$ cat src/rtl/smbh_pkg.sv
package smbh_pkg;

  localparam logic [5:0] OFF_STAT = 6'h00;
  localparam logic [5:0] OFF_CTL  = 6'h02;
  localparam logic [5:0] OFF_CMD  = 6'h03;
  localparam logic [5:0] OFF_TGT  = 6'h04;
  localparam logic [5:0] OFF_D0   = 6'h05;
  localparam logic [5:0] OFF_D1   = 6'h06;
  localparam logic [5:0] OFF_BLK  = 6'h07;

  localparam logic [2:0] PR_QUICK = 3'd0;
  localparam logic [2:0] PR_BYTE  = 3'd1;
  localparam logic [2:0] PR_BDATA = 3'd2;
  localparam logic [2:0] PR_WORD  = 3'd3;
  localparam logic [2:0] PR_BLOCK = 3'd5;

  localparam int START_BIT = 6;
  localparam int FAIL_BIT  = 2;

  function automatic logic proto_ok(input logic [2:0] p);
    return (p == PR_QUICK) || (p == PR_BYTE) || (p == PR_BDATA) ||
           (p == PR_WORD) || (p == PR_BLOCK);
  endfunction

  function automatic logic off_mapped(input logic [5:0] o);
    return (o == OFF_STAT) || (o == OFF_CTL) || (o == OFF_CMD) || (o == OFF_TGT) ||
           (o == OFF_D0) || (o == OFF_D1) || (o == OFF_BLK);
  endfunction

  // Read completion of these protocols returns a byte into data-low.
  function automatic logic loads_low(input logic [2:0] p, input logic rd);
    return rd && ((p == PR_BYTE) || (p == PR_BDATA) || (p == PR_WORD) || (p == PR_BLOCK));
  endfunction

  function automatic logic loads_high(input logic [2:0] p, input logic rd);
    return rd && (p == PR_WORD);
  endfunction

  function automatic int unsigned wrap_inc(input int unsigned i, input int unsigned depth);
    return (i + 1 >= depth) ? 0 : i + 1;
  endfunction

endpackage

$ cat src/rtl/smbh_blkbuf.sv
module smbh_blkbuf #(
  parameter int DEPTH = 32,
  parameter int DW    = 8,
  localparam int IW   = $clog2(DEPTH)
) (
  input  logic                clk,
  input  logic                rst_n,
  input  logic                idx_clr,
  input  logic                acc,
  input  logic                wr_en,
  input  logic [DW-1:0]       wr_byte,
  input  logic                bulk_we,
  input  logic [DEPTH*DW-1:0] bulk_in,
  output logic [DW-1:0]       rd_byte,
  output logic [DEPTH*DW-1:0] flat_out,
  output logic [IW-1:0]       idx
);

  logic [DW-1:0] mem_q [DEPTH];
  logic [IW-1:0] idx_q;
  logic [IW-1:0] idx_nx;

  assign idx_nx  = IW'(smbh_pkg::wrap_inc(32'(idx_q), DEPTH));
  assign rd_byte = mem_q[idx_q];
  assign idx     = idx_q;

  always_ff @(posedge clk or negedge rst_n) begin
    if (!rst_n)       idx_q <= '0;
    else if (idx_clr) idx_q <= '0;
    else if (acc)     idx_q <= idx_nx;
  end

  for (genvar g = 0; g < DEPTH; g++) begin : g_ent
    always_ff @(posedge clk or negedge rst_n) begin
      if (!rst_n)                               mem_q[g] <= '0;
      else if (bulk_we)                         mem_q[g] <= bulk_in[g*DW +: DW];
      else if (wr_en && (idx_q == IW'(g)))      mem_q[g] <= wr_byte;
    end
    assign flat_out[g*DW +: DW] = mem_q[g];
  end

  // one access moves the index by exactly one entry, wrapping at the end
  a_r10_idx_step: assert property (@(posedge clk) disable iff (!rst_n)
    (acc && !idx_clr) |=> (($past(idx_q) == IW'(DEPTH-1)) ? (idx_q == '0)
                                                           : (idx_q == $past(idx_q) + 1'b1)));

  // a clearing side effect returns the index to entry 0
  a_r3_idx_clear: assert property (@(posedge clk) disable iff (!rst_n)
    idx_clr |=> (idx_q == '0));

endmodule

$ cat src/rtl/smbh_launch.sv
module smbh_launch #(
  parameter int DW = 8,
  localparam int AW = DW - 1
) (
  input  logic          clk,
  input  logic          rst_n,
  input  logic          start,
  input  logic [2:0]    proto_in,
  input  logic [DW-1:0] tgt_in,
  input  logic [DW-1:0] cmd_in,
  input  logic [DW-1:0] d0_in,
  input  logic [DW-1:0] d1_in,
  input  logic          rsp_done,
  input  logic          rsp_fail,
  output logic          req_valid,
  output logic [2:0]    req_proto,
  output logic [AW-1:0] req_target,
  output logic          req_read,
  output logic [DW-1:0] req_cmd,
  output logic [DW-1:0] req_data0,
  output logic [DW-1:0] req_data1,
  output logic          fin_ok,
  output logic          err_set
);

  logic fire, bad_code, go;

  assign fire     = start && !req_valid;
  assign bad_code = fire && !smbh_pkg::proto_ok(proto_in);
  assign go       = fire && smbh_pkg::proto_ok(proto_in);
  assign fin_ok   = req_valid && rsp_done && !rsp_fail;
  assign err_set  = bad_code || (req_valid && rsp_done && rsp_fail);

  always_ff @(posedge clk or negedge rst_n) begin
    if (!rst_n) begin
      req_valid  <= 1'b0;
      req_proto  <= '0;
      req_target <= '0;
      req_read   <= 1'b0;
      req_cmd    <= '0;
      req_data0  <= '0;
      req_data1  <= '0;
    end else if (go) begin
      req_valid  <= 1'b1;
      req_proto  <= proto_in;
      req_target <= tgt_in[DW-1:1];
      req_read   <= tgt_in[0];
      req_cmd    <= cmd_in;
      req_data0  <= d0_in;
      req_data1  <= d1_in;
    end else if (req_valid && rsp_done) begin
      req_valid  <= 1'b0;
    end
  end

  // the request stays up until done
  a_r12_hold: assert property (@(posedge clk) disable iff (!rst_n)
    (req_valid && !rsp_done) |=> req_valid);

  // fields do not move while outstanding, even if a new start is written
  a_r12_stable: assert property (@(posedge clk) disable iff (!rst_n)
    (req_valid && !rsp_done) |=> ($stable(req_proto) && $stable(req_target) &&
                                  $stable(req_read) && $stable(req_cmd) &&
                                  $stable(req_data0) && $stable(req_data1)));

  // an unsupported code never reaches the request port
  a_r5_code_legal: assert property (@(posedge clk) disable iff (!rst_n)
    req_valid |-> smbh_pkg::proto_ok(req_proto));

  // an idle start with a legal code raises valid on the next cycle
  a_r4_issue: assert property (@(posedge clk) disable iff (!rst_n)
    (start && !req_valid && smbh_pkg::proto_ok(proto_in)) |=> (req_valid && req_proto == $past(proto_in)));

endmodule

$ cat src/rtl/smb_host_regs.sv
module smb_host_regs #(
  parameter int DEPTH = 32,
  parameter int DW    = 8,
  parameter int OFFW  = 6,
  localparam int AW   = DW - 1,
  localparam int BW   = DEPTH * DW
) (
  input  logic            clk,
  input  logic            rst_n,
  input  logic [OFFW-1:0] cpu_addr,
  input  logic            cpu_wr,
  input  logic            cpu_rd,
  input  logic [DW-1:0]   cpu_wdata,
  output logic [DW-1:0]   cpu_rdata,
  output logic            req_valid,
  output logic [2:0]      req_proto,
  output logic [AW-1:0]   req_target,
  output logic            req_read,
  output logic [DW-1:0]   req_cmd,
  output logic [DW-1:0]   req_data0,
  output logic [DW-1:0]   req_data1,
  output logic [BW-1:0]   req_block,
  input  logic            rsp_done,
  input  logic            rsp_fail,
  input  logic [DW-1:0]   rsp_lo,
  input  logic [DW-1:0]   rsp_hi,
  input  logic [BW-1:0]   rsp_block
);
  import smbh_pkg::*;

  localparam int IW = $clog2(DEPTH);

  logic [DW-1:0] stat_q, cmd_q, tgt_q, d0_q, d1_q;
  logic [4:0]    ctl_q;

  logic wr, rd;
  logic [5:0] off;
  logic hit_stat, hit_ctl, hit_cmd, hit_tgt, hit_d0, hit_d1, hit_blk;
  logic start, fin_ok, err_set, idx_clr, blk_acc, bulk_we;
  logic ld_low, ld_high;
  logic [DW-1:0] blk_byte;
  logic [IW-1:0] blk_idx;

  assign off = 6'(cpu_addr);
  assign wr  = cpu_wr;
  assign rd  = cpu_rd && !cpu_wr;

  assign hit_stat = (off == OFF_STAT);
  assign hit_ctl  = (off == OFF_CTL);
  assign hit_cmd  = (off == OFF_CMD);
  assign hit_tgt  = (off == OFF_TGT);
  assign hit_d0   = (off == OFF_D0);
  assign hit_d1   = (off == OFF_D1);
  assign hit_blk  = (off == OFF_BLK);

  assign start   = wr && hit_ctl && cpu_wdata[START_BIT];
  assign idx_clr = (wr && hit_stat) || (rd && hit_ctl);
  assign blk_acc = (wr || rd) && hit_blk;
  assign ld_low  = fin_ok && loads_low(req_proto, req_read);
  assign ld_high = fin_ok && loads_high(req_proto, req_read);
  assign bulk_we = fin_ok && req_read && (req_proto == PR_BLOCK);

  smbh_launch #(.DW(DW)) u_launch (
    .clk       (clk),
    .rst_n     (rst_n),
    .start     (start),
    .proto_in  (cpu_wdata[4:2]),
    .tgt_in    (tgt_q),
    .cmd_in    (cmd_q),
    .d0_in     (d0_q),
    .d1_in     (d1_q),
    .rsp_done  (rsp_done),
    .rsp_fail  (rsp_fail),
    .req_valid (req_valid),
    .req_proto (req_proto),
    .req_target(req_target),
    .req_read  (req_read),
    .req_cmd   (req_cmd),
    .req_data0 (req_data0),
    .req_data1 (req_data1),
    .fin_ok    (fin_ok),
    .err_set   (err_set)
  );

  smbh_blkbuf #(.DEPTH(DEPTH), .DW(DW)) u_buf (
    .clk     (clk),
    .rst_n   (rst_n),
    .idx_clr (idx_clr),
    .acc     (blk_acc),
    .wr_en   (wr && hit_blk),
    .wr_byte (cpu_wdata),
    .bulk_we (bulk_we),
    .bulk_in (rsp_block),
    .rd_byte (blk_byte),
    .flat_out(req_block),
    .idx     (blk_idx)
  );

  always_ff @(posedge clk or negedge rst_n) begin
    if (!rst_n) begin
      stat_q <= '0;
      ctl_q  <= '0;
      cmd_q  <= '0;
      tgt_q  <= '0;
      d0_q   <= '0;
      d1_q   <= '0;
    end else begin
      if (wr && hit_stat) stat_q <= '0;
      if (err_set)        stat_q[FAIL_BIT] <= 1'b1;
      if (wr && hit_ctl)  ctl_q <= cpu_wdata[4:0];
      if (wr && hit_cmd)  cmd_q <= cpu_wdata;
      if (wr && hit_tgt)  tgt_q <= cpu_wdata;
      if (ld_low)               d0_q <= rsp_lo;
      else if (wr && hit_d0)    d0_q <= cpu_wdata;
      if (ld_high)              d1_q <= rsp_hi;
      else if (wr && hit_d1)    d1_q <= cpu_wdata;
    end
  end

  always_comb begin
    cpu_rdata = '0;
    if (rd) begin
      unique case (1'b1)
        hit_stat: cpu_rdata = stat_q;
        hit_ctl:  cpu_rdata = DW'(ctl_q);
        hit_cmd:  cpu_rdata = cmd_q;
        hit_tgt:  cpu_rdata = tgt_q;
        hit_d0:   cpu_rdata = d0_q;
        hit_d1:   cpu_rdata = d1_q;
        hit_blk:  cpu_rdata = blk_byte;
        default:  cpu_rdata = '0;
      endcase
    end
  end

  // every error event leaves the fail flag set
  a_r6_fail_flag: assert property (@(posedge clk) disable iff (!rst_n)
    err_set |=> stat_q[FAIL_BIT]);

  // a status write with no concurrent error empties status
  a_r3_stat_clear: assert property (@(posedge clk) disable iff (!rst_n)
    (wr && hit_stat && !err_set) |=> (stat_q == '0));

  // unmapped reads return zero
  a_r2_unmapped_zero: assert property (@(posedge clk) disable iff (!rst_n)
    (rd && !off_mapped(off)) |-> (cpu_rdata == '0));

  // control readback never shows bits 7:5
  a_r11_ctl_view: assert property (@(posedge clk) disable iff (!rst_n)
    (rd && hit_ctl) |-> (cpu_rdata[7:5] == 3'b000));

  // a finished word read lands both result bytes
  a_r8_word_load: assert property (@(posedge clk) disable iff (!rst_n)
    (fin_ok && req_read && req_proto == PR_WORD) |=> (d0_q == $past(rsp_lo) && d1_q == $past(rsp_hi)));

  // a finished block read fills the buffer seen at the request port
  a_r9_block_fill: assert property (@(posedge clk) disable iff (!rst_n)
    bulk_we |=> (req_block == $past(rsp_block) && blk_idx == $past(blk_idx)));

endmodule

$ cat config.mk
export PLATFORM = sky130hd
export DESIGN_NAME = smb_host_regs
export DESIGN_NICKNAME = d
export VERILOG_FILES = /design/src/rtl/smbh_pkg.sv /design/src/rtl/smbh_blkbuf.sv /design/src/rtl/smbh_launch.sv /design/src/rtl/smb_host_regs.sv
export SDC_FILE = /design/constraint.sdc
export NUM_CORES = 1
export LEC_CHECK = 0
export BUFFER_PORTS_ARGS = -buffer_cell sky130_fd_sc_hd__buf_2
export CORE_ASPECT_RATIO = 0.6
export CORE_MARGIN = 5
export CORE_UTILIZATION = 40
export CTS_CLUSTER_DIAMETER = 50
export CTS_CLUSTER_SIZE = 14
export DETAILED_ROUTE_END_ITERATION = 16
export PLACE_DENSITY = 0.62
export SLEW_MARGIN = 30
export SYNTH_ARGS = -nofsm -noshare
export SYNTH_HDL_FRONTEND = slang
export SYNTH_HIERARCHICAL = 1
export SYNTH_SLANG_ARGS = --single-unit
$ cat constraint.sdc
create_clock -name clk -period 5.7 [get_ports clk]
set_input_delay 0.285 -clock clk [delete_from_list [all_inputs] [get_ports clk]]
set_output_delay 0.285 -clock clk [all_outputs]
set_load 0.1 [all_outputs]
Word level (Yosys, flattened, before mapping)
Cells that the tools add are included.
{"block": "word_totals", "input_bits": 292, "regBits": 335}
{"block": "classes", "reduce_logical": 109, "n_lt_le_gt_ge": 2, "mux": 80, "bitwise_logic": 1, "n_eq_ne": 45, "n_addsub": 1}
{"operator": "$mux 8", "n": 71}
{"operator": "$eq 5x5->1 const B", "n": 16}
{"operator": "$reduce_bool 2->1", "n": 37}
{"operator": "$pmux 8 s7", "n": 1}
{"operator": "$logic_and 1x1->1", "n": 55}
{"operator": "$bmux 8 s5", "n": 1}
{"operator": "$eq 5x4->1 const B", "n": 8}
{"operator": "$eq 6x3->1 const B", "n": 4}
{"operator": "$eq 5x3->1 const B", "n": 4}
{"operator": "$mux 5", "n": 3}
{"operator": "$eq 3x2->1 const B", "n": 4}
{"operator": "$eq 6x2->1 const B", "n": 2}
{"operator": "$ge 6x6->1 const B", "n": 2}
{"operator": "$eq 5x2->1 const B", "n": 2}
{"operator": "$logic_or 1x1->1", "n": 10}
{"operator": "$add 5x1->6 const B", "n": 1}
{"operator": "$eq 3x1->1 const B", "n": 2}
{"operator": "$eq 3x3->1 const B", "n": 2}
{"operator": "$logic_not 6->1", "n": 1}
{"operator": "$not 5->6", "n": 1}
{"operator": "$eq 5x1->1 const B", "n": 1}
{"operator": "$logic_not 5->1", "n": 1}
{"operator": "$logic_not 1->1", "n": 4}
{"operator": "$logic_not 3->1", "n": 1}
{"operator": "2 further kinds", "n": 4}

Depth between registers and ports, before layout
Gate-level depths: netlist (run 1).
{"block": "depth", "word_depth": 9, "depth_mapped": 11}

Hierarchy
Netlist (run 1), hierarchy kept.
{"mod": "smbh_blkbuf", "instances": 1, "area_per_inst_um2": 14248.7, "cells_each": 1387}
{"mod": "smb_host_regs", "instances": 1, "area_per_inst_um2": 2287.2, "cells_each": 171}
{"mod": "smbh_launch", "instances": 1, "area_per_inst_um2": 1417.6, "cells_each": 89}

Least setup slack after synthesis (run 1)
Ideal clock, no wire load.
{"block": "synth_path", "path_type": "reg2out", "from": "register u_buf.mem_q (netlist bit u_buf/flat_out[125])", "to": "output port cpu_rdata[5]", "arrival_ps": 3488, "n_path_buf": 0, "path_stages_with_launch": 9, "slack_ps": 1927, "required_time_ps": 5415, "path_cell_list": "dfrtp_1 > mux2i_1 > o221ai_1 > a21oi_1 > o21a_1 > a221oi_1 > mux4_1 > nand3_1 > a21oi_1"}
{"block": "synth_between", "elab_chain_cells": 5}
{"item": "start, declared", "line_no": "smbh_blkbuf.sv:19", "rtl": "logic [DW-1:0] mem_q [DEPTH];"}
{"item": "start signal, assigned by index", "line_no": "smbh_blkbuf.sv:36", "rtl": "else if (bulk_we) mem_q[g] <= bulk_in[g*DW +: DW];"}
{"item": "start signal, assigned by index", "line_no": "smbh_blkbuf.sv:37", "rtl": "else if (wr_en && (idx_q == IW'(g))) mem_q[g] <= wr_byte;"}
{"item": "$bmux 8 s5", "line_no": "smbh_blkbuf.sv:24", "rtl": "assign rd_byte = mem_q[idx_q];"}
{"item": "$mux 8 (implied by the code) (2 in a row)", "line_no": "smbh_blkbuf.sv:24"}
{"item": "named net blk_byte[5]", "line_no": "smb_host_regs.sv:41", "rtl": "logic [DW-1:0] blk_byte;"}
{"item": "$pmux 8 s7", "line_no": "smb_host_regs.sv:123", "rtl": "unique case (1'b1)"}
{"item": "$mux 8", "line_no": "smb_host_regs.sv:122", "rtl": "if (rd) begin"}
{"item": "end, declared", "line_no": "smb_host_regs.sv:14", "rtl": "output logic [DW-1:0] cpu_rdata,"}
The timed path passes the listed nets, and every way through them passes these cells. The select of a mux whose other input is x is not followed.

Worst setup path in the final report (run 1)
{"block": "layout_path", "from": "register u_buf.idx_q[1] (netlist: u_buf/idx[1])", "to": "output port cpu_rdata[5]"}
{"block": "layout_between", "elab_chain_cells": 6}
{"item": "start, declared", "line_no": "smbh_blkbuf.sv:20", "rtl": "logic [IW-1:0] idx_q;"}
{"item": "start signal, assigned", "line_no": "smbh_blkbuf.sv:30", "rtl": "else if (acc) idx_q <= idx_nx;"}
{"item": "$not 5->6 (implied by the code)", "line_no": "smbh_blkbuf.sv:24"}
{"item": "$bmux 8 s5", "line_no": "smbh_blkbuf.sv:24"}
{"item": "$mux 8 (implied by the code) (2 in a row)", "line_no": "smbh_blkbuf.sv:24"}
{"item": "named net blk_byte[5]", "line_no": "smb_host_regs.sv:41"}
{"item": "$pmux 8 s7", "line_no": "smb_host_regs.sv:123"}
{"item": "$mux 8", "line_no": "smb_host_regs.sv:122"}
The timed path passes the listed nets, and every way through them passes these cells. The select of a mux whose other input is x is not followed.

==> results.py, run 1 <==
metrics = {
    "sta": {
        "final.setup_skew_ns": 0.0106,
        "setup_slack_after_layout_ns": 0.864,
        "final-setup-viol-count": 0,
        "final_min_period_over_clock_period": 0.848,
        "grt_setup_unrepaired": "no",
        "max_slew_margin": 0.351,
        "timing.fmax_mhz": 207,
        "total_negative_setup_slacks_ns": 0,
        "finalHoldViolations": 0,
        "drv_slew": 0,
        "period_minus_slack_ns": 4.84,
        "timing.hold.ws_ns": 0.0139,
        "tightest_slew_ns": 0.974,
    },
    "routing": {
        "routed_wl_um": 82800,
        "via_per_inst": 5.78,
        "dr_total_vias": 17400,
        "drcViolationCount": 0,
        "detailedRoute.firstIterationViolations": 1921,
        "detail_route.wl_per_cell_um": 27.4,
        "drt-pass1-iter-count": 5,
        "route.antenna.remaining_nets": 0,
    },
    "worst_setup_path": {
        "timing.critical_path.required_ns": 5.41,
        "critical_path.max_stage_delay_ns": 0.98,
        "rr_endpoint": "u_buf/flat_out[162]",
        "number_of_cells_on_the_worst_reg_to_reg_path": 6,
        "start_kind": "register",
        "endpoint_kind": "output pin",
        "reg2reg_slack_ns": 2.15,
        "timing.critical_path.from": "u_buf/idx[1]",
        "largest_fanout_of_any_net_on_the_critical_path": 20,
        "cp_data_arrival_time_ns": 4.55,
        "critical_path.slowest_cell": "sky130_fd_sc_hd__dfrtp_1",
        "cp_class": "register to output pin",
        "cp_num_buf_inv": 1,
        "crit_top_cell": "sky130_fd_sc_hd__a21oi_1",
        "regToRegStartpoint": "u_buf/idx[1]",
        "top_delay_family_on_crit_path": "compound AO/OA/AOI/OAI gates",
        "chain_of_cells_forming_the_critical_path": "nand3b_1, o221ai_1, a21oi_1, o21a_1, a221oi_1, mux4_1, nand3_1, a21oi_1, buf_2",
    },
    "clocking": {
        "cts.repair_timing.setup_buffer_count": 0,
        "cts.reportedPaths.clkPinSlew_ns": 0.06,
        "cts_repair_resize_count": 0,
        "clkLatencyLatePin_ns": 0.52,
        "clock-root-buffer": "sky130_fd_sc_hd__clkbuf_16",
        "h-tree-depth": 2,
        "tritoncts_clock_tree": "yes",
        "cts_sinks": 335,
        "worst_case_clock_buffer_depth": 3,
        "tritoncts.num_buffers": 36,
    },
    "logic_synthesis": {
        "yosys.cell_types.count": 60,
        "postSynthRegisterBits": 335,
        "postSynthCellCount": 1647,
        "ys_top_cells_by_area": "sky130_fd_sc_hd__dfrtp_1 47%, sky130_fd_sc_hd__mux2i_1 18%, sky130_fd_sc_hd__o21ai_0 7.1%, sky130_fd_sc_hd__nand2_1 6.1%, sky130_fd_sc_hd__mux2_2 5.3%",
        "post-synth-top-area-fraction": 0.467,
        "share_of_async_settable_or_async_resettable_flops_after_synthesis": 1.00,
        "syn_nets": 1945,
        "synth_area_per_cell_um2": 10.9,
        "netlist_area_um2": 18000,
        "synth_sequential_area_ratio": 0.467,
        "ys.flop_type": "sky130_fd_sc_hd__dfrtp_1",
        "edff_count_synth": 0,
        "yosysWarningCount": 6,
        "yosysTopAreaCell": "sky130_fd_sc_hd__dfrtp_1",
    },
    "power": {
        "power.combinational.fraction": 0.166,
        "share_clk_of_total_power": 0.394,
        "p_int_w": 0.00409,
        "p_per_area_nw_per_um2": 233,
        "p_total_w": 0.00577,
        "sequentialPowerShare": 0.440,
        "static-leakage-power_nw": 12.9,
        "vdd_ir_drop_max_mv": 0.135,
        "switching_power_w": 0.00169,
        "swShare": 0.293,
    },
    "global_route": {
        "leftover_overflow_at_the_end_of_global_routing": 0,
        "grt_antenna_before_repair": 5,
        "grt_util_all_layers": 0.322,
        "grt_first_pass_wirelength_um": 120000,
        "grt_pass1_vias": 17500,
        "grt_max_degree": 266,
    },
    "floorplan": {
        "pin_count": 592,
        "core_um2": 44600,
        "floorplan.die.width_um": 284,
        "die_h_um": 174,
        "initial_utilization": 0.403,
        "floorplan.die_area_um2": 49400,
        "fp-row-count": 60,
    },
    "finish": {
        "finalInstanceArea_um2": 24800,
        "layout-drive-gt1-share": 0.344,
        "nFillCells": 3841,
        "synthToLayoutAreaGrowth_pct": 38.1,
        "final_stage_net_count": 2702,
    },
    "place": {
        "place.gp.congestion": 0.948,
        "io_buffer_count": 591,
        "placed_area_um2": 21200,
        "preCtsSetupSlack_ns": 1.28,
        "post-dp-hpwl_um": 59500,
    },
    "outcome": {
        "status": "completed",
    },
    "worst_hold_path": {
        "min_to": "u_buf/flat_out[247]",
        "worst_hold_path.num_cells": 3,
        "hold_start": "rsp_block[247]",
        "classification_of_the_worst_slack_hold_path": "primary input to register",
    },
    "flow_run": {
        "max-cap-violations": 0,
    },
}
[cell usage after synthesis (12+ instances only)]
cell and n:
sky130_fd_sc_hd__buf_2 14, sky130_fd_sc_hd__o22ai_1 16, sky130_fd_sc_hd__dfrtp_1 335, sky130_fd_sc_hd__mux4_2 32, sky130_fd_sc_hd__a21oi_1 22, sky130_fd_sc_hd__clkbuf_1 89, sky130_fd_sc_hd__mux2_4 16, sky130_fd_sc_hd__o21ai_0 255
sky130_fd_sc_hd__mux2i_1 316, sky130_fd_sc_hd__nand3_1 12, sky130_fd_sc_hd__nand2_1 290, sky130_fd_sc_hd__mux2_2 85, sky130_fd_sc_hd__nor2_1 12
[routing by layer]
metal  share of wire  global-route usage  routed length, um
met1            0.43               0.462              35700
met2            0.44               0.485              36400
met3           0.094              0.0777               7810
met4           0.035              0.0979               2910
met5        0.000085                   0                  7
[worst min-delay path: stages]
cell	delay (ns)
sky130_fd_sc_hd__buf_2	0.09
sky130_fd_sc_hd__nand2_1	0.05
sky130_fd_sc_hd__o21ai_0	0.07
[flip-flops by register name, summed over array words and instances (netlist names)]
signal               flops
u_buf/flat_out         256
cmd_q                    8
d0_q                     8
d1_q                     8
tgt_q                    8
u_launch/req_cmd         8
u_launch/req_data0       8
u_launch/req_data1       8
u_launch/req_target      7
ctl_q                    5
u_buf/idx                5
u_launch/req_proto       3
stat_q                   1
u_launch/req_read        1
u_launch/req_valid       1
[area by class of cell]
class                   count  area, um2  share of cell area
repair buffers            847       5620               0.227
clock inverters            15        125             0.00505
inverters                   6       22.5            0.000908
clock buffers              42        965              0.0389
flip-flops and latches    335       8390               0.338
well taps                 589        737              0.0297
multi-input cells        1178       8930               0.360
diodes                      4       10.0            0.000404
[placed cells by master (no fill, tap or decap), types with 6 or more instances in the layout]
cell	Yosys	routed
sky130_fd_sc_hd__buf_2	14	590
sky130_fd_sc_hd__dfrtp_1	335	333
sky130_fd_sc_hd__mux2i_1	316	316
sky130_fd_sc_hd__nand2_1	290	290
sky130_fd_sc_hd__o21ai_0	255	255
sky130_fd_sc_hd__dlygate4sd3_1	0	233
sky130_fd_sc_hd__mux2_2	85	85
sky130_fd_sc_hd__clkbuf_16	0	37
sky130_fd_sc_hd__mux4_2	32	32
sky130_fd_sc_hd__a21oi_1	22	22
sky130_fd_sc_hd__mux2_4	16	16
sky130_fd_sc_hd__o22ai_1	16	16
sky130_fd_sc_hd__buf_4	10	13
sky130_fd_sc_hd__nand3_1	12	12
sky130_fd_sc_hd__nor2_1	12	12
sky130_fd_sc_hd__o221ai_1	11	11
sky130_fd_sc_hd__nor2_2	9	9
sky130_fd_sc_hd__nand2b_1	8	8
sky130_fd_sc_hd__a221oi_1	8	8
sky130_fd_sc_hd__mux4_1	7	7
sky130_fd_sc_hd__a22oi_1	6	6
sky130_fd_sc_hd__nor3_1	6	6
sky130_fd_sc_hd__o21ai_1	6	6
sky130_fd_sc_hd__ha_1	6	6
[through the flow]
step / util / instances
finish: 0.556 / 3016
global route: 0.556 / 3014
CTS: 0.553 / 3007
detailed placement: 0.476 / 2717
global placement: 0.475 / 2715
floorplan: - / 1647
[worst max path at each step]
stage                   end  slack (ns)  cells after the start
2_1_floorplan  cpu_rdata[5]        1.93                      8
3_3_place_gp   cpu_rdata[7]        1.31                      9
3_5_place_dp   cpu_rdata[7]        1.28                      9
4_1_cts        cpu_rdata[7]        0.70                      9
5_1_grt        cpu_rdata[5]        0.64                      9
6_report       cpu_rdata[5]        0.86                      9
[power by group through the flow]
stage / combinational, W / sequential, W / clock [W]
2_1_floorplan: 0.000437 / 0.00265 / 0
3_3_place_gp: 0.000758 / 0.00262 / 0
6_report: 0.000957 / 0.00254 / 0.00228
5_1_grt: 0.00100 / 0.00255 / 0.00240
4_1_cts: 0.000898 / 0.00258 / 0.00232
3_5_place_dp: 0.000771 / 0.00262 / 0
[cell families after synthesis]
| family | synth area share |
|---|---|
| muxes | 0.295 |
| and+or+nand+nor | 0.0903 |
| AOI/OAI and AO/OA | 0.106 |
| DFF | 0.467 |
| buffers and inverters | 0.0369 |
| adders and majority gates | 0.00418 |
| xor gates and xnor gates | 0.000976 |
[what timing repair did]
| action | CTS | global route |
|---|---|---|
| endpoints found under the hold margin | 336 | 0 |
| hold buffers | 233 | 0 |
| endpoints found under the setup margin | 0 | 0 |
No activity file was read; power rests on OpenSTA's default activity.
==> run 2, diff against run 1 <==
clock period = 4.8 ns   (was 5.7 ns; I/O delays follow)
==> run 2 against run 1 <==
Effect of this change:
- die area is the same
- total power up 20%
- sequential cell count unchanged
- design area grew 1.2%
- sequential share of layout area fell by 0.39 points
- clock power is 23% higher
- routed wire length grew 1.4%
- via count increased by 1.2%
- critical path type unchanged
- largest cell class unchanged
==> results.py, run 2 (synthesis gave the netlist of run 1 again) <==
metrics = {
    "outcome": {
        "status": "completed",
    },
    "clocking": {
        "worst_case_clock_buffer_depth": 3,
        "clkLatencyLatePin_ns": 0.53,
        "h-tree-depth": 2,
        "cts_sinks": 335,
        "cts.repair_timing.setup_buffer_count": 0,
        "clock-root-buffer": "sky130_fd_sc_hd__clkbuf_16",
        "tritoncts_clock_tree": "yes",
        "cts.reportedPaths.clkPinSlew_ns": 0.06,
        "tritoncts.num_buffers": 37,
    },
    "floorplan": {
        "pin_count": 592,
        "fp-row-count": 60,
        "floorplan.die_area_um2": 49400,
        "die_h_um": 174,
        "floorplan.die.width_um": 284,
        "initial_utilization": 0.403,
        "core_um2": 44600,
    },
    "place": {
        "io_buffer_count": 591,
        "placed_cells": 2717,
        "place.gp.congestion": 0.945,
        "post-dp-hpwl_um": 60600,
    },
    "finish": {
        "final_stage_net_count": 2722,
        "instances_no_fill": 3040,
        "flip_flop_count_of_the_largest_register_all_copies_and_words_added": 256,
        "nFillCells": 3800,
        "final-seq-area_um2": 8390,
        "layout.cells.most_common_list": "583 x sky130_fd_sc_hd__buf_2, 333 x sky130_fd_sc_hd__dfrtp_1, 316 x sky130_fd_sc_hd__mux2i_1",
        "mostFrequentLayoutCell": "sky130_fd_sc_hd__buf_2",
        "multi_input_gate_area_um2": 8930,
        "layout-drive-gt1-share": 0.340,
        "synthToLayoutAreaGrowth_pct": 39.8,
    },
    "worst_setup_path": {
        "endpoint_kind": "output pin",
        "reg2reg_slack_ns": 1.45,
        "cp_class": "register to output pin",
        "timing.critical_path.required_ns": 4.56,
        "cp_data_arrival_time_ns": 4.38,
        "number_of_cells_on_the_worst_reg_to_reg_path": 6,
        "critical_path.max_stage_delay_ns": 0.85,
        "rr_endpoint": "u_buf/flat_out[106]",
        "start_kind": "register",
        "critical_path.slowest_cell": "sky130_fd_sc_hd__dfrtp_2",
        "largest_fanout_of_any_net_on_the_critical_path": 30,
        "chain_of_cells_forming_the_critical_path": "buf_4, nand3_1, o221ai_1, a21oi_1, o21a_1, a221oi_1, mux2_2, a222oi_1, a21oi_1, buf_12",
        "crit_top_cell": "sky130_fd_sc_hd__a21oi_1",
        "regToRegStartpoint": "u_buf/idx[0]",
    },
    "routing": {
        "drcViolationCount": 0,
        "via_per_inst": 5.80,
        "detail_route.wl_per_cell_um": 27.6,
        "routed_wl_um": 83900,
        "dr_total_vias": 17600,
        "route.antenna.remaining_nets": 0,
        "drt-pass1-iter-count": 9,
        "detailedRoute.firstIterationViolations": 2020,
    },
    "sta": {
        "finalHoldViolations": 0,
        "drv_slew": 0,
        "total_negative_setup_slacks_ns": 0,
        "grt_setup_unrepaired": "no",
        "timing.fmax_mhz": 216,
        "final_min_period_over_clock_period": 0.963,
        "tightest_slew_ns": 0.955,
        "final.setup_skew_ns": 0.0150,
        "period_minus_slack_ns": 4.62,
        "max_slew_margin": 0.364,
        "final-setup-viol-count": 0,
    },
    "global_route": {
        "grt_antenna_before_repair": 7,
        "grt_pass1_vias": 17600,
        "leftover_overflow_at_the_end_of_global_routing": 0,
        "grt_first_pass_wirelength_um": 121000,
        "grt_util_all_layers": 0.324,
        "grt_max_degree": 143,
    },
    "power": {
        "sequentialPowerShare": 0.435,
        "static-leakage-power_nw": 13.0,
        "vdd_ir_drop_max_mv": 0.172,
        "p_per_area_nw_per_um2": 277,
        "switching_power_w": 0.00203,
        "p_int_w": 0.00492,
        "share_clk_of_total_power": 0.403,
        "swShare": 0.292,
        "power.combinational.fraction": 0.162,
    },
    "worst_hold_path": {
        "worst_hold_path.num_cells": 3,
        "classification_of_the_worst_slack_hold_path": "primary input to register",
        "hold_start": "rsp_block[109]",
        "min_to": "u_buf/flat_out[109]",
    },
    "flow_run": {
        "max-cap-violations": 0,
    },
}
## run 2: cell types whose count changed in the layout (fill, tap and decap cells not counted), moves of 2 or more
| cell | delta |
|---|---|
| sky130_fd_sc_hd__dlygate4sd3_1 | +24 |
| sky130_fd_sc_hd__buf_2 | -7 |
| sky130_fd_sc_hd__buf_12 | +6 |
| sky130_fd_sc_hd__buf_16 | -3 |
| sky130_fd_sc_hd__clkinvlp_4 | -3 |
| sky130_fd_sc_hd__inv_6 | +3 |
| sky130_fd_sc_hd__diode_2 | +2 |
| sky130_fd_sc_hd__inv_8 | +2 |
## run 2: layout make-up
cell class	count	share of cell area
Antenna cell	6	0.000598
Clock buffer	41	0.0383
Clock inverter	19	0.00713
Inverter	6	0.000898
Multi-Input combinational cell	1178	0.356
Sequential cell	335	0.334
Tap cell	589	0.0294
Timing Repair Buffer	866	0.233
## run 2: worst max path at each step
stage,from,endpoint,slack (ns)
detailed placement,u_buf/idx[0],cpu_rdata[5],0.73
global route,u_buf/idx[2],cpu_rdata[5],0.11
floorplan,u_buf/flat_out[125],cpu_rdata[5],1.07
global placement,u_buf/idx[0],cpu_rdata[1],0.85
CTS,u_buf/idx[0],cpu_rdata[5],0.13
finish,u_buf/idx[2],cpu_rdata[1],0.18
## run 2: per-stage QoR
step / util / worst slack [ns] / hold WS [ns] / total power [W] / area, um2
after floorplan: - / 1.07 / -0.0556 / 0.00366 / 18000
after global placement: 0.478 / 0.847 / 0.260 / 0.00400 / 21300
after detailed placement: 0.479 / 0.726 / 0.260 / 0.00402 / 21400
after CTS: 0.562 / 0.127 / 0.00532 / 0.00698 / 25100
after global routing: 0.563 / 0.114 / 0.00346 / 0.00717 / 25100
final: 0.563 / 0.180 / 0.00934 / 0.00695 / 25100
## run 2: timing repair
action / 4_1_cts / 5_1_grt
hold endpoints to repair: 328 / 0
hold buffers: 257 / 0
endpoints found under the setup margin: 0 / 2
resized for setup: 0 / 1
## run 2: metal layers
metal / up-vias / wire (um) / global-route usage
met5: - / 14 / 0
li1: 7500 / - / -
met3: 228 / 8100 / 0.0767
met1: 8710 / 35800 / 0.461
met2: 1192 / 36700 / 0.495
met4: 2 / 3240 / 0.102
## run 2: power by group through the flow
stage / registers [W] / clock network (W) / logic [W]
2_1_floorplan: 0.00314 / 0 / 0.000519
5_1_grt: 0.00303 / 0.00296 / 0.00118
3_5_place_dp: 0.00307 / 0 / 0.000951
3_3_place_gp: 0.00307 / 0 / 0.000933
6_report: 0.00302 / 0.00280 / 0.00113
4_1_cts: 0.00302 / 0.00285 / 0.00112
## run 2: worst max-delay path: cells and delay by family, from the launching register on
family	cells	cell delay [ns]
DFF	1	0.85
buffers and inverters	2	0.59
muxes	1	0.29
and+or+nand+nor	1	0.42
AOI/OAI and AO/OA	6	1.69
==> run 3, diff against run 2 <==
CORE_AREA = 5 5 228 230   (was default)
CORE_ASPECT_RATIO = default   (was 0.6)
CORE_MARGIN = default   (was 5)
CORE_UTILIZATION = default   (was 40)
DIE_AREA = 0 0 233 235   (was default)
PLACE_DENSITY = 0.57   (was 0.62)
==> run 3 against run 2 <==
Effect of this change:
- worst hold slack gained 0.025 ns
- sequential power is essentially flat
- total power grew 4.4%
- clock power grew 11%
- clock-buffer cell count grew 6
- global-route usage shrank 2.8 points
- critical path type unchanged
- die area grew 11%
==> results.py, run 3 (synthesis gave the netlist of run 1 again) <==
metrics = {
    "floorplan": {
        "floorplan.die_area_um2": 54800,
        "initial_utilization": 0.362,
        "pin_count": 592,
        "core_um2": 49700,
        "fp-row-count": 82,
        "die_h_um": 235,
        "floorplan.die.width_um": 233,
    },
    "worst_setup_path": {
        "endpoint_kind": "output pin",
        "cp_data_arrival_time_ns": 4.24,
        "start_kind": "register",
        "timing.critical_path.required_ns": 4.56,
        "largest_fanout_of_any_net_on_the_critical_path": 20,
        "cp_class": "register to output pin",
    },
    "sta": {
        "max_slew_margin": 0.372,
        "period_minus_slack_ns": 4.48,
        "total_negative_setup_slacks_ns": 0,
        "final.setup_skew_ns": 0.0237,
        "timing.fmax_mhz": 223,
        "final_min_period_over_clock_period": 0.933,
        "finalHoldViolations": 0,
        "timing.hold.ws_ns": 0.0347,
        "drv_slew": 0,
        "tightest_slew_ns": 0.941,
        "grt_setup_unrepaired": "no",
        "final-setup-viol-count": 0,
    },
    "place": {
        "place.gp.congestion": 0.919,
        "placed_cells": 2799,
        "io_buffer_count": 591,
        "post-dp-hpwl_um": 61100,
    },
    "finish": {
        "flip_flop_count_of_the_largest_register_all_copies_and_words_added": 256,
        "final_stage_net_count": 2728,
        "layout-drive-gt1-share": 0.344,
        "nFillCells": 4496,
        "mostFrequentLayoutCell": "sky130_fd_sc_hd__buf_2",
        "synthToLayoutAreaGrowth_pct": 41.1,
        "instances_no_fill": 3132,
        "finalCoreUtilization": 0.510,
        "layout.cells.most_common_list": "583 x sky130_fd_sc_hd__buf_2, 333 x sky130_fd_sc_hd__dfrtp_1, 316 x sky130_fd_sc_hd__mux2i_1",
    },
    "global_route": {
        "grt_first_pass_wirelength_um": 122000,
        "grt_pass1_vias": 17900,
        "grt_max_degree": 219,
        "grt_antenna_before_repair": 3,
        "grt_util_all_layers": 0.296,
        "leftover_overflow_at_the_end_of_global_routing": 0,
    },
    "power": {
        "power.combinational.fraction": 0.155,
        "sequentialPowerShare": 0.417,
        "vdd_ir_drop_max_mv": 0.202,
        "p_per_area_nw_per_um2": 286,
        "share_clk_of_total_power": 0.429,
        "p_int_w": 0.00511,
        "static-leakage-power_nw": 13.1,
        "swShare": 0.295,
        "switching_power_w": 0.00214,
    },
    "outcome": {
        "status": "completed",
    },
    "flow_run": {
        "max-cap-violations": 0,
    },
    "clocking": {
        "tritoncts.num_buffers": 41,
        "cts.reportedPaths.clkPinSlew_ns": 0.06,
        "h-tree-depth": 2,
        "clkLatencyLatePin_ns": 0.58,
        "tritoncts_clock_tree": "yes",
        "worst_case_clock_buffer_depth": 3,
        "cts_sinks": 335,
        "clock-root-buffer": "sky130_fd_sc_hd__clkbuf_16",
    },
    "routing": {
        "drcViolationCount": 0,
        "via_per_inst": 5.52,
        "dr_total_vias": 17300,
        "detail_route.wl_per_cell_um": 27.0,
        "route.antenna.remaining_nets": 0,
        "drt-pass1-iter-count": 7,
        "detailedRoute.firstIterationViolations": 1732,
        "routed_wl_um": 84600,
    },
    "worst_hold_path": {
        "classification_of_the_worst_slack_hold_path": "primary input to register",
    },
}
[run 3: cell type report]
type | instances | area (um2) | area share
Sequential cell | 335 | 8390 | 0.331
Timing Repair Buffer | 868 | 5820 | 0.230
Tap cell | 672 | 841 | 0.0332
Clock buffer | 47 | 1080 | 0.0426
Antenna cell | 2 | 5.00 | 0.000198
Multi-Input combinational cell | 1178 | 8930 | 0.352
Clock inverter | 24 | 258 | 0.0102
Inverter | 6 | 22.5 | 0.000889
[run 3: worst paths after layout]
| check | startpoint | to | slack [ns] | cells past startpoint |
|---|---|---|---|---|
| min reg2reg | u_launch/req_cmd[2] | u_launch/req_cmd[2] | 0.50 | 1 |
| min | rsp_block[135] | u_buf/flat_out[135] | 0.03 | 3 |
| max reg2reg | u_buf/idx[1] | u_buf/flat_out[98] | 1.35 | 6 |
| max in group asynchronous | rst_n | u_buf/flat_out[136] | 3.22 | 3 |
| min in group asynchronous | rst_n | u_buf/flat_out[61] | 0.28 | 2 |
| max | u_buf/idx[1] | cpu_rdata[4] | 0.32 | 9 |
[run 3: routing by layer]
layer | part of all wire | wire (um) | global-route usage
met1 | 0.40 | 33800 | 0.382
met2 | 0.49 | 41200 | 0.501
met3 | 0.069 | 5840 | 0.0449
met4 | 0.044 | 3730 | 0.120
met5 | 0.00015 | 13 | 0
[run 3: through the flow]
stage	area (um2)	power, W	worst slack [ns]
global placement	21400	0.00401	0.720
finish	25300	0.00726	0.320
global route	25300	0.00748	0.0617
CTS	25300	0.00730	0.00168
detailed placement	21400	0.00403	0.615
floorplan	18000	0.00366	1.07
[run 3: power by group through the flow]
| stage | clock [W] | combinational [W] | sequential (W) |
|---|---|---|---|
| final | 0.00311 | 0.00112 | 0.00302 |
| after global routing | 0.00327 | 0.00118 | 0.00303 |
| after CTS | 0.00316 | 0.00112 | 0.00302 |
| after detailed placement | 0 | 0.000953 | 0.00308 |
| after global placement | 0 | 0.000941 | 0.00307 |
| after floorplan | 0 | 0.000519 | 0.00314 |
[run 3: critical path: stages (launching register included)]
cell and delay [ns]:
sky130_fd_sc_hd__dfrtp_1 0.82, sky130_fd_sc_hd__inv_1 0.57, sky130_fd_sc_hd__nand3_1 0.41, sky130_fd_sc_hd__o22ai_1 0.15, sky130_fd_sc_hd__nor3_1 0.41, sky130_fd_sc_hd__a21oi_1 0.20
sky130_fd_sc_hd__mux2_2 0.33, sky130_fd_sc_hd__a222oi_1 0.31, sky130_fd_sc_hd__a21oi_1 0.13, sky130_fd_sc_hd__buf_2 0.33
[run 3: repair_timing]
item | 4_1_cts | 5_1_grt
endpoints found under the hold margin | 353 | 0
resized for setup | 0 | 1
setup endpoints to repair | 0 | 4
setup buffers | 0 | 3
hold buffers | 257 | 0
